[src/rtl/dhm_pkg.sv]
package dhm_pkg;

  // How the two lane products are combined.
  typedef enum logic {
    CMB_ADD = 1'b0,
    CMB_SUB = 1'b1
  } cmb_op_e;

  // Lane indices used across the datapath: the lane pairing the low half
  // of A, and the lane pairing the high half of A.
  localparam int LANE_LO = 0;
  localparam int LANE_HI = 1;
  localparam int N_LANES = 2;

endpackage

[src/rtl/dhm_route.sv]
// Splits both operands into signed halfword lanes and applies the
// optional half exchange on the second operand.
module dhm_route #(
  parameter  int HALF_W = 16,
  localparam int WORD_W = 2 * HALF_W
) (
  input  logic [WORD_W-1:0]                      op_a,
  input  logic [WORD_W-1:0]                      op_b,
  input  logic                                   xchg_sel,
  output logic [dhm_pkg::N_LANES-1:0][HALF_W-1:0] a_lane,
  output logic [dhm_pkg::N_LANES-1:0][HALF_W-1:0] b_lane
);

  logic [HALF_W-1:0] b_low;
  logic [HALF_W-1:0] b_high;

  always_comb begin
    b_low  = op_b[HALF_W-1:0];
    b_high = op_b[WORD_W-1:HALF_W];
  end

  always_comb begin
    a_lane[dhm_pkg::LANE_LO] = op_a[HALF_W-1:0];
    a_lane[dhm_pkg::LANE_HI] = op_a[WORD_W-1:HALF_W];
    if (xchg_sel) begin
      b_lane[dhm_pkg::LANE_LO] = b_high;
      b_lane[dhm_pkg::LANE_HI] = b_low;
    end else begin
      b_lane[dhm_pkg::LANE_LO] = b_low;
      b_lane[dhm_pkg::LANE_HI] = b_high;
    end
  end

endmodule

[src/rtl/dhm_mul_pair.sv]
// One signed HALF_W x HALF_W multiplier per lane, each product
// sign-extended to the full word width.
module dhm_mul_pair #(
  parameter  int HALF_W = 16,
  localparam int WORD_W = 2 * HALF_W
) (
  input  logic [dhm_pkg::N_LANES-1:0][HALF_W-1:0] a_lane,
  input  logic [dhm_pkg::N_LANES-1:0][HALF_W-1:0] b_lane,
  output logic [dhm_pkg::N_LANES-1:0][WORD_W-1:0] prod
);

  for (genvar g = 0; g < dhm_pkg::N_LANES; g++) begin : g_lane
    logic signed [WORD_W-1:0] a_ext;
    logic signed [WORD_W-1:0] b_ext;
    logic signed [WORD_W-1:0] p_full;

    always_comb begin
      a_ext  = {{HALF_W{a_lane[g][HALF_W-1]}}, a_lane[g]};
      b_ext  = {{HALF_W{b_lane[g][HALF_W-1]}}, b_lane[g]};
      // The product of two sign-extended halves fits in WORD_W bits.
      p_full = a_ext * b_ext;
    end

    assign prod[g] = p_full;
  end

endmodule

[src/rtl/dhm_combine.sv]
// Adds or subtracts the two lane products and flags signed overflow
// of a sum.
module dhm_combine #(
  parameter int WORD_W = 32
) (
  input  logic [WORD_W-1:0] prod_lo,
  input  logic [WORD_W-1:0] prod_hi,
  input  dhm_pkg::cmb_op_e  mode,
  output logic [WORD_W-1:0] value,
  output logic              ovf
);

  localparam int MSB = WORD_W - 1;

  logic [WORD_W-1:0] sum_w;
  logic [WORD_W-1:0] diff_w;
  logic              sum_ovf;

  always_comb begin
    sum_w  = prod_lo + prod_hi;
    diff_w = prod_lo - prod_hi;
    // A sum overflows when both addends share a sign that the sum lacks.
    sum_ovf = (prod_lo[MSB] == prod_hi[MSB]) && (sum_w[MSB] != prod_lo[MSB]);
  end

  always_comb begin
    unique case (mode)
      dhm_pkg::CMB_SUB: begin
        value = diff_w;
        // The difference of two halfword products always fits.
        ovf   = 1'b0;
      end
      default: begin
        value = sum_w;
        ovf   = sum_ovf;
      end
    endcase
  end

endmodule

[src/rtl/dual_hmul_combine.sv]
// Registered dual halfword multiply with add or subtract of the products.
module dual_hmul_combine #(
  parameter  int HALF_W = 16,
  localparam int WORD_W = 2 * HALF_W
) (
  input  logic              clk,
  input  logic              rst_n,
  input  logic              in_valid,
  input  logic [WORD_W-1:0] op_a,
  input  logic [WORD_W-1:0] op_b,
  input  logic              sub_sel,
  input  logic              xchg_sel,
  input  logic              ovf_clear,
  output logic [WORD_W-1:0] res_data,
  output logic              res_valid,
  output logic              ovf_sticky
);

  import dhm_pkg::*;

  logic [N_LANES-1:0][HALF_W-1:0] a_lane;
  logic [N_LANES-1:0][HALF_W-1:0] b_lane;
  logic [N_LANES-1:0][WORD_W-1:0] prod;
  cmb_op_e                        mode;
  logic [WORD_W-1:0]              comb_value;
  logic                           comb_ovf;

  logic [WORD_W-1:0] data_q, data_d;
  logic              valid_q, valid_d;
  logic              flag_q, flag_d;
  logic              data_en;

  assign mode = sub_sel ? CMB_SUB : CMB_ADD;

  dhm_route #(.HALF_W(HALF_W)) u_route (
    .op_a     (op_a),
    .op_b     (op_b),
    .xchg_sel (xchg_sel),
    .a_lane   (a_lane),
    .b_lane   (b_lane)
  );

  dhm_mul_pair #(.HALF_W(HALF_W)) u_mul (
    .a_lane (a_lane),
    .b_lane (b_lane),
    .prod   (prod)
  );

  dhm_combine #(.WORD_W(WORD_W)) u_comb (
    .prod_lo (prod[LANE_LO]),
    .prod_hi (prod[LANE_HI]),
    .mode    (mode),
    .value   (comb_value),
    .ovf     (comb_ovf)
  );

  // Next-state logic
  always_comb begin
    data_en = in_valid;
    data_d  = comb_value;
    valid_d = in_valid;
    // A fresh overflow outranks a clear in the same cycle.
    flag_d  = (flag_q & ~ovf_clear) | (in_valid & comb_ovf);
  end

  // State registers
  always_ff @(posedge clk or negedge rst_n) begin
    if (!rst_n) begin
      valid_q <= 1'b0;
      flag_q  <= 1'b0;
    end else begin
      valid_q <= valid_d;
      flag_q  <= flag_d;
    end
  end

  // The datapath register needs no reset; valid qualifies it.
  always_ff @(posedge clk) begin
    if (data_en) begin
      data_q <= data_d;
    end
  end

  assign res_data   = data_q;
  assign res_valid  = valid_q;
  assign ovf_sticky = flag_q;

endmodule

[config.mk]
export PLATFORM = sky130hd
export DESIGN_NAME = dual_hmul_combine
export DESIGN_NICKNAME = d
export VERILOG_FILES = /design/src/rtl/dhm_pkg.sv /design/src/rtl/dhm_route.sv /design/src/rtl/dhm_mul_pair.sv /design/src/rtl/dhm_combine.sv /design/src/rtl/dual_hmul_combine.sv
export SDC_FILE = /design/constraint.sdc
export NUM_CORES = 2
export LEC_CHECK = 0
export ABC_AREA = 1
export ABC_CLOCK_PERIOD_IN_PS = 800
export BUFFER_PORTS_ARGS = -buffer_cell sky130_fd_sc_hd__clkbuf_2
export CAP_MARGIN = 20
export CELL_PAD_IN_SITES_DETAIL_PLACEMENT = 1
export CELL_PAD_IN_SITES_GLOBAL_PLACEMENT = 1
export CORE_MARGIN = 2
export CORE_UTILIZATION = 47
export CTS_CLUSTER_SIZE = 25
export DETAILED_ROUTE_END_ITERATION = 7
export GPL_TIMING_DRIVEN = 0
export MAX_ROUTING_LAYER = met4
export PLACE_DENSITY = 0.78
export SYNTH_ARGS = -nofsm -noshare
export SYNTH_HDL_FRONTEND = slang
export SYNTH_SLANG_ARGS = --single-unit
export TNS_END_PERCENT = 20
[constraint.sdc]
create_clock -name clk -period 0.8 [get_ports clk]
set_input_delay 0.16 -clock clk [delete_from_list [all_inputs] [get_ports clk]]
set_output_delay 0.16 -clock clk [all_outputs]
set_load 0.01 [all_outputs]
Word-level counts from Yosys, hierarchy flattened
Index checks and enable logic that the tools add are counted.

storage, ports and cells
  flip-flop bits (word level) = 34
  input port bits = 70
  output and inout port bits = 34
  logic and storage cells = 18

operators by class
  add/subtract/negate cells = 2
  $mul = 2
  equality and inequality tests = 2
  mux-type cells = 4
  bitwise operators = 4
  reduce and logical (&&, ||, !) cells = 1

operators by type and width
  cell                 count
  $mul A16 B16 Y32     2
  $mux W32             2
  $add A32 B32 Y32     1
  $sub A32 B32 Y32     1
  $and A1 B1 Y1        2
  $mux W1              2
  $eq A1 B1 Y1         1
  $logic_and A1 B1 Y1  1
  $ne A1 B1 Y1         1
  $not A1 Y1           1
  $or A1 B1 Y1         1

Longest topological paths before layout
  depth after elaboration = 8
  mapped depth = 45
  gate-level depth less buffers = 43

By module
A second synthesis with hierarchy kept.

second synthesis, totals
  cell total of the unflattened synthesis = 4227
  area, all modules = 28663.7 sq um

modules (own cells, without submodules)
  module             times used  cells each  area an instance (sq um)  seq. area each (sq um)
  dhm_mul_pair       1           2897        21555.7                   0.0
  dhm_combine        1           1156        5345.1                    0.0
  dual_hmul_combine  1           38          1026.0                    1011.0
  dhm_route          1           136         737.0                     0.0

Least setup slack after synthesis
No wires, ideal clock.

  path kind = input -> register
  start point = input xchg_sel
  end point = register data_q[31], in the netlist res_data[31], data pin
  library setup time = 0.252 ns
  arrival = 7.013 ns
  data required time = 0.548 ns
  slack = -6.466 ns
  cell stages on the path = 36
  buffers on the path = 2
  cell sequence = buf_2 > inv_2 > clkbuf_1 > nand2_1 > nand2_1 > nor2_1 > fa_1 > inv_1 > fa_1 > inv_1 > fa_1 > fa_1 > fa_1 > fa_1 > ha_1 > nand2_2 > inv_1 > a21oi_1 > nand2_1 > a21oi_1 > nand2_1 > a21oi_1 > o21bai_2 > xor2_1 > ha_1 > inv_2 > nor3_1 > nand2_1 > nor3_1 > nand2_1 > nand2_1 > inv_1 > nand2_1 > nand3_1 > nand3_1 > nand2_1

between the ends
  cells in the longest elaborated chain, start to end = 4
  elaborated cells on any way between the ends = 6
  classes of those cells = 2 x add/sub; 2 x mul; 2 x mux

RTL lines
  item                                                  RTL line                              RTL
  start: declaration                                    dual_hmul_combine.sv:12               input logic xchg_sel,
  $mux W32 (*)                                          dhm_route.sv:25                       if (xchg_sel) begin
  $mul A16 B16 Y32                                      dhm_mul_pair.sv:21                    p_full = a_ext * b_ext;
  $add A32 B32 Y32 or $sub A32 B32 Y32 (tied branches)  dhm_combine.sv:20, dhm_combine.sv:21
  $mux W32 (*)                                          dhm_combine.sv:27                     unique case (mode)
  named net comb_value[31]                              dual_hmul_combine.sv:25               logic [WORD_W-1:0] comb_value;
  end signal: assignment                                dual_hmul_combine.sv:80               data_q <= data_d;
  end: declaration                                      dual_hmul_combine.sv:28               logic [WORD_W-1:0] data_q, data_d;

The timed path passes the listed nets; every way through them passes the cells marked *.
A chain may end at the register's enable or synchronous reset.

Worst setup path in the final report
  start point = input xchg_sel
  end point = register data_q[30], in the netlist res_data[30], data pin

The elaborated chain is that of the path after synthesis.

==> impl_metrics.py <==
metrics = {
    "hold_path": {
        "hold_path_class": "input pin to register",
        "hold_start": "ovf_clear",
        "hold_path_end": "ovf_sticky",
        "min_delay_path_depth": 4,
    },
    "floorplan": {
        "floorplan.initialDensity": 0.476,
        "io_pins": 104,
        "die_h_um": 237,
        "die_w_um": 237,
        "row_count": 85,
        "core_area_um2": 53800,
        "die-area_um2": 56300,
    },
    "global_route": {
        "first_global_vias": 27200,
        "antenna_found_initial": 0,
        "gr-total-overflow": 0,
        "grt_pass1_wl_um": 155000,
        "grt_max_degree": 35,
        "grtUsageTotal": 0.374,
    },
    "sta": {
        "slew-limit-headroom": 0.428,
        "slew_viol_final": 0,
        "worst_slew_pin_slew_ps": 858,
        "post-route-period-util": 9.34,
        "fin_ws_ps": -6670,
        "hold_viol": 0,
        "fin_skew_ps": 0,
        "finalSetupViolations": 67,
        "min_period_ps": 7470,
        "rsz0062_at_grt": "true",
        "max_freq_mhz": 134,
    },
    "route": {
        "vias": 24200,
        "first_iter_violations": 1358,
        "wl_um": 104000,
        "routedWlPerCell_um": 23.9,
        "drt_pass1_iterations": 7,
        "drcViolationCount": 0,
        "postRouteAntennaNets": 0,
        "avgViaCountPerCell": 5.53,
    },
    "clock_tree": {
        "clkLatencyLatePin_ps": 300,
        "clk_pin_slew_ps": 60,
        "clock_sinks": 34,
        "cts_root_buf": "clkbuf_16",
        "clock_path_buffers": 2,
        "cts-buffers-inserted": 5,
        "cts_tree": "yes",
        "cts_max_level": 2,
    },
    "layout": {
        "multi_input_area_um2": 24300,
        "final_cells": 4366,
        "num_antenna_cells": 0,
        "drive_above_1_share": 0.270,
        "mostFrequentLayoutCells": "785 x inv_1, 588 x nand2_1, 497 x fa_1, 340 x nor2_1, 158 x ha_1",
        "syn2layout_area_growth_pct": 27.6,
        "seqCellArea_um2": 1010,
        "fill_cells": 6411,
        "layout_commonest_cell": "inv_1",
        "nNetsFinal": 4491,
    },
    "yosys": {
        "syn-cell-area_um2": 25600,
        "synth_enable_flop_cells": 32,
        "ys_ff_latch": 34,
        "ys_async_sr_fraction": 0.0588,
        "seq_area_frac_synth": 0.0395,
        "synth.largest_area_cell": "fa_1",
        "synth_warnings": 0,
        "synth_cell_types": 53,
        "synthCells": 3398,
        "synthTopCellsByArea": "fa_1 41%, inv_1 13%, ha_1 11%, nand2_1 10%, nor2_1 6.2%",
        "avgSynthCellArea_um2": 7.53,
        "netlist.area_leader.share": 0.412,
        "ys_dominant_reg_cell": "edfxtp_1",
        "synthesis.nets": 4220,
    },
    "critical_path": {
        "cp-end-kind": "register",
        "critPathArrivalTime_ps": 7510,
        "start_kind": "input pin",
        "reg2reg_from": "ovf_sticky",
        "crit_type": "input pin to register",
        "crit_fanout": 7,
        "critPathSlowestCell": "fa_1",
        "reg2reg_depth": 2,
        "timing.rr.end": "ovf_sticky",
        "critPathTopFamily": "adder cells",
        "reg2reg_slack_ps": 190,
        "required_ps": 840,
        "slowest_delay_ps": 560,
        "crit_buf_inv": 9,
    },
    "run_status": {
        "outcome": "complete, but fails checks",
        "violations": "negative setup slack",
    },
    "place": {
        "port_buffers": 75,
        "dp_cells": 4171,
        "gp_congestion": 0.959,
        "hpwl_um": 80300,
    },
    "flow_run": {
        "maxCapViolations": 0,
    },
}
-- registers in the layout (all words and copies together), names as in the netlist --
signal and flops:
ovf_sticky 1, res_data 32, res_valid 1
-- synth_stat cells (2+ instances only) --
| master | count |
|---|---|
| a21boi_0 | 3 |
| a21boi_1 | 2 |
| a21o_1 | 17 |
| a21o_2 | 2 |
| a21oi_1 | 108 |
| a21oi_2 | 10 |
| a221oi_1 | 2 |
| a31oi_1 | 6 |
| and3_1 | 2 |
| buf_1 | 18 |
| buf_2 | 18 |
| buf_4 | 4 |
| clkbuf_1 | 39 |
| clkinv_1 | 16 |
| dfrtp_1 | 2 |
| edfxtp_1 | 32 |
| fa_1 | 526 |
| ha_1 | 226 |
| inv_1 | 867 |
| inv_2 | 8 |
| mux2i_1 | 5 |
| nand2_1 | 702 |
| nand2_2 | 5 |
| nand3_1 | 78 |
| nand3_2 | 3 |
| nand3b_1 | 5 |
| nand4_1 | 12 |
| nor2_1 | 421 |
| nor2_2 | 6 |
| nor3_1 | 14 |
| nor3_2 | 5 |
| nor4_1 | 2 |
| o2111ai_1 | 2 |
| o211ai_1 | 5 |
| o21a_1 | 6 |
| o21ai_0 | 68 |
| o21ai_1 | 18 |
| o21ai_2 | 7 |
| o21bai_1 | 16 |
| o21bai_2 | 2 |
| o31ai_1 | 2 |
| or2_1 | 2 |
| or2_2 | 13 |
| xnor2_1 | 16 |
| xor2_1 | 67 |
-- worst reg2reg max path: stages (launching register included) --
cell and delay (ps):
dfrtp_1 380, nand2_1 80, nand2_2 50
-- per-layer routing --
layer | global-route usage | up-vias | wire (µm)
met5 | - | - | 0
met4 | 0.179 | 0 | 6390
met3 | 0.0331 | 335 | 4580
met2 | 0.667 | 839 | 53900
met1 | 0.424 | 12500 | 39500
li1 | - | 10500 | -
-- final cells by class --
cell class / instances / area share
Clock inverter: 3 / 0.00211
Clock buffer: 5 / 0.00383
Tap cell: 696 / 0.0267
Timing Repair Buffer: 268 / 0.0658
Inverter: 891 / 0.106
Sequential cell: 34 / 0.0310
Buffer: 75 / 0.0212
Multi-Input combinational cell: 2394 / 0.743
-- how the worst max path moves through the flow --
| stage | from | endpoint | depth (start not counted) | slack [ps] |
|---|---|---|---|---|
| finish | xchg_sel | res_data[30] | 36 | -6670 |
| global placement | xchg_sel | res_data[29] | 31 | -7740 |
| detailed placement | xchg_sel | res_data[29] | 31 | -7900 |
| global route | xchg_sel | res_data[29] | 36 | -6880 |
| floorplan | xchg_sel | res_data[31] | 45 | -5960 |
| CTS | xchg_sel | res_data[29] | 36 | -6480 |
-- cell families after synthesis --
family,after synthesis,share of synthesized area
flops,34,0.0395
buf+inv,971,0.144
xor+xnor,83,0.0284
mux,5,0.00196
simple gates,1270,0.198
fa+ha+maj,752,0.522
compound gates,283,0.0664
-- stage by stage --
step | setup slack [ps] | hold WS [ps] | util | area [µm²] | TNS [ps]
after floorplan | -5960 | -136 | - | 26200 | -158270
after global placement | -7740 | -54.1 | 0.510 | 27400 | -217950
after detailed placement | -7900 | -48.3 | 0.510 | 27500 | -219690
after CTS | -6480 | 94.1 | 0.577 | 31000 | -184410
after global routing | -6880 | 152 | 0.607 | 32700 | -190910
final | -6670 | 112 | 0.607 | 32700 | -184930
-- repair_timing --
action                                  4_1_cts  5_1_grt
resized for setup                           522      345
endpoints found under the setup margin       99       99
hold endpoints to repair                      2        0
hold buffers                                  1        0
cloned                                        3        0
pin swaps                                   125      209
setup buffers                               139       52
Power is not shown: default switching activity piles up to over one toggle a cycle in this logic, so the estimate is an artifact.
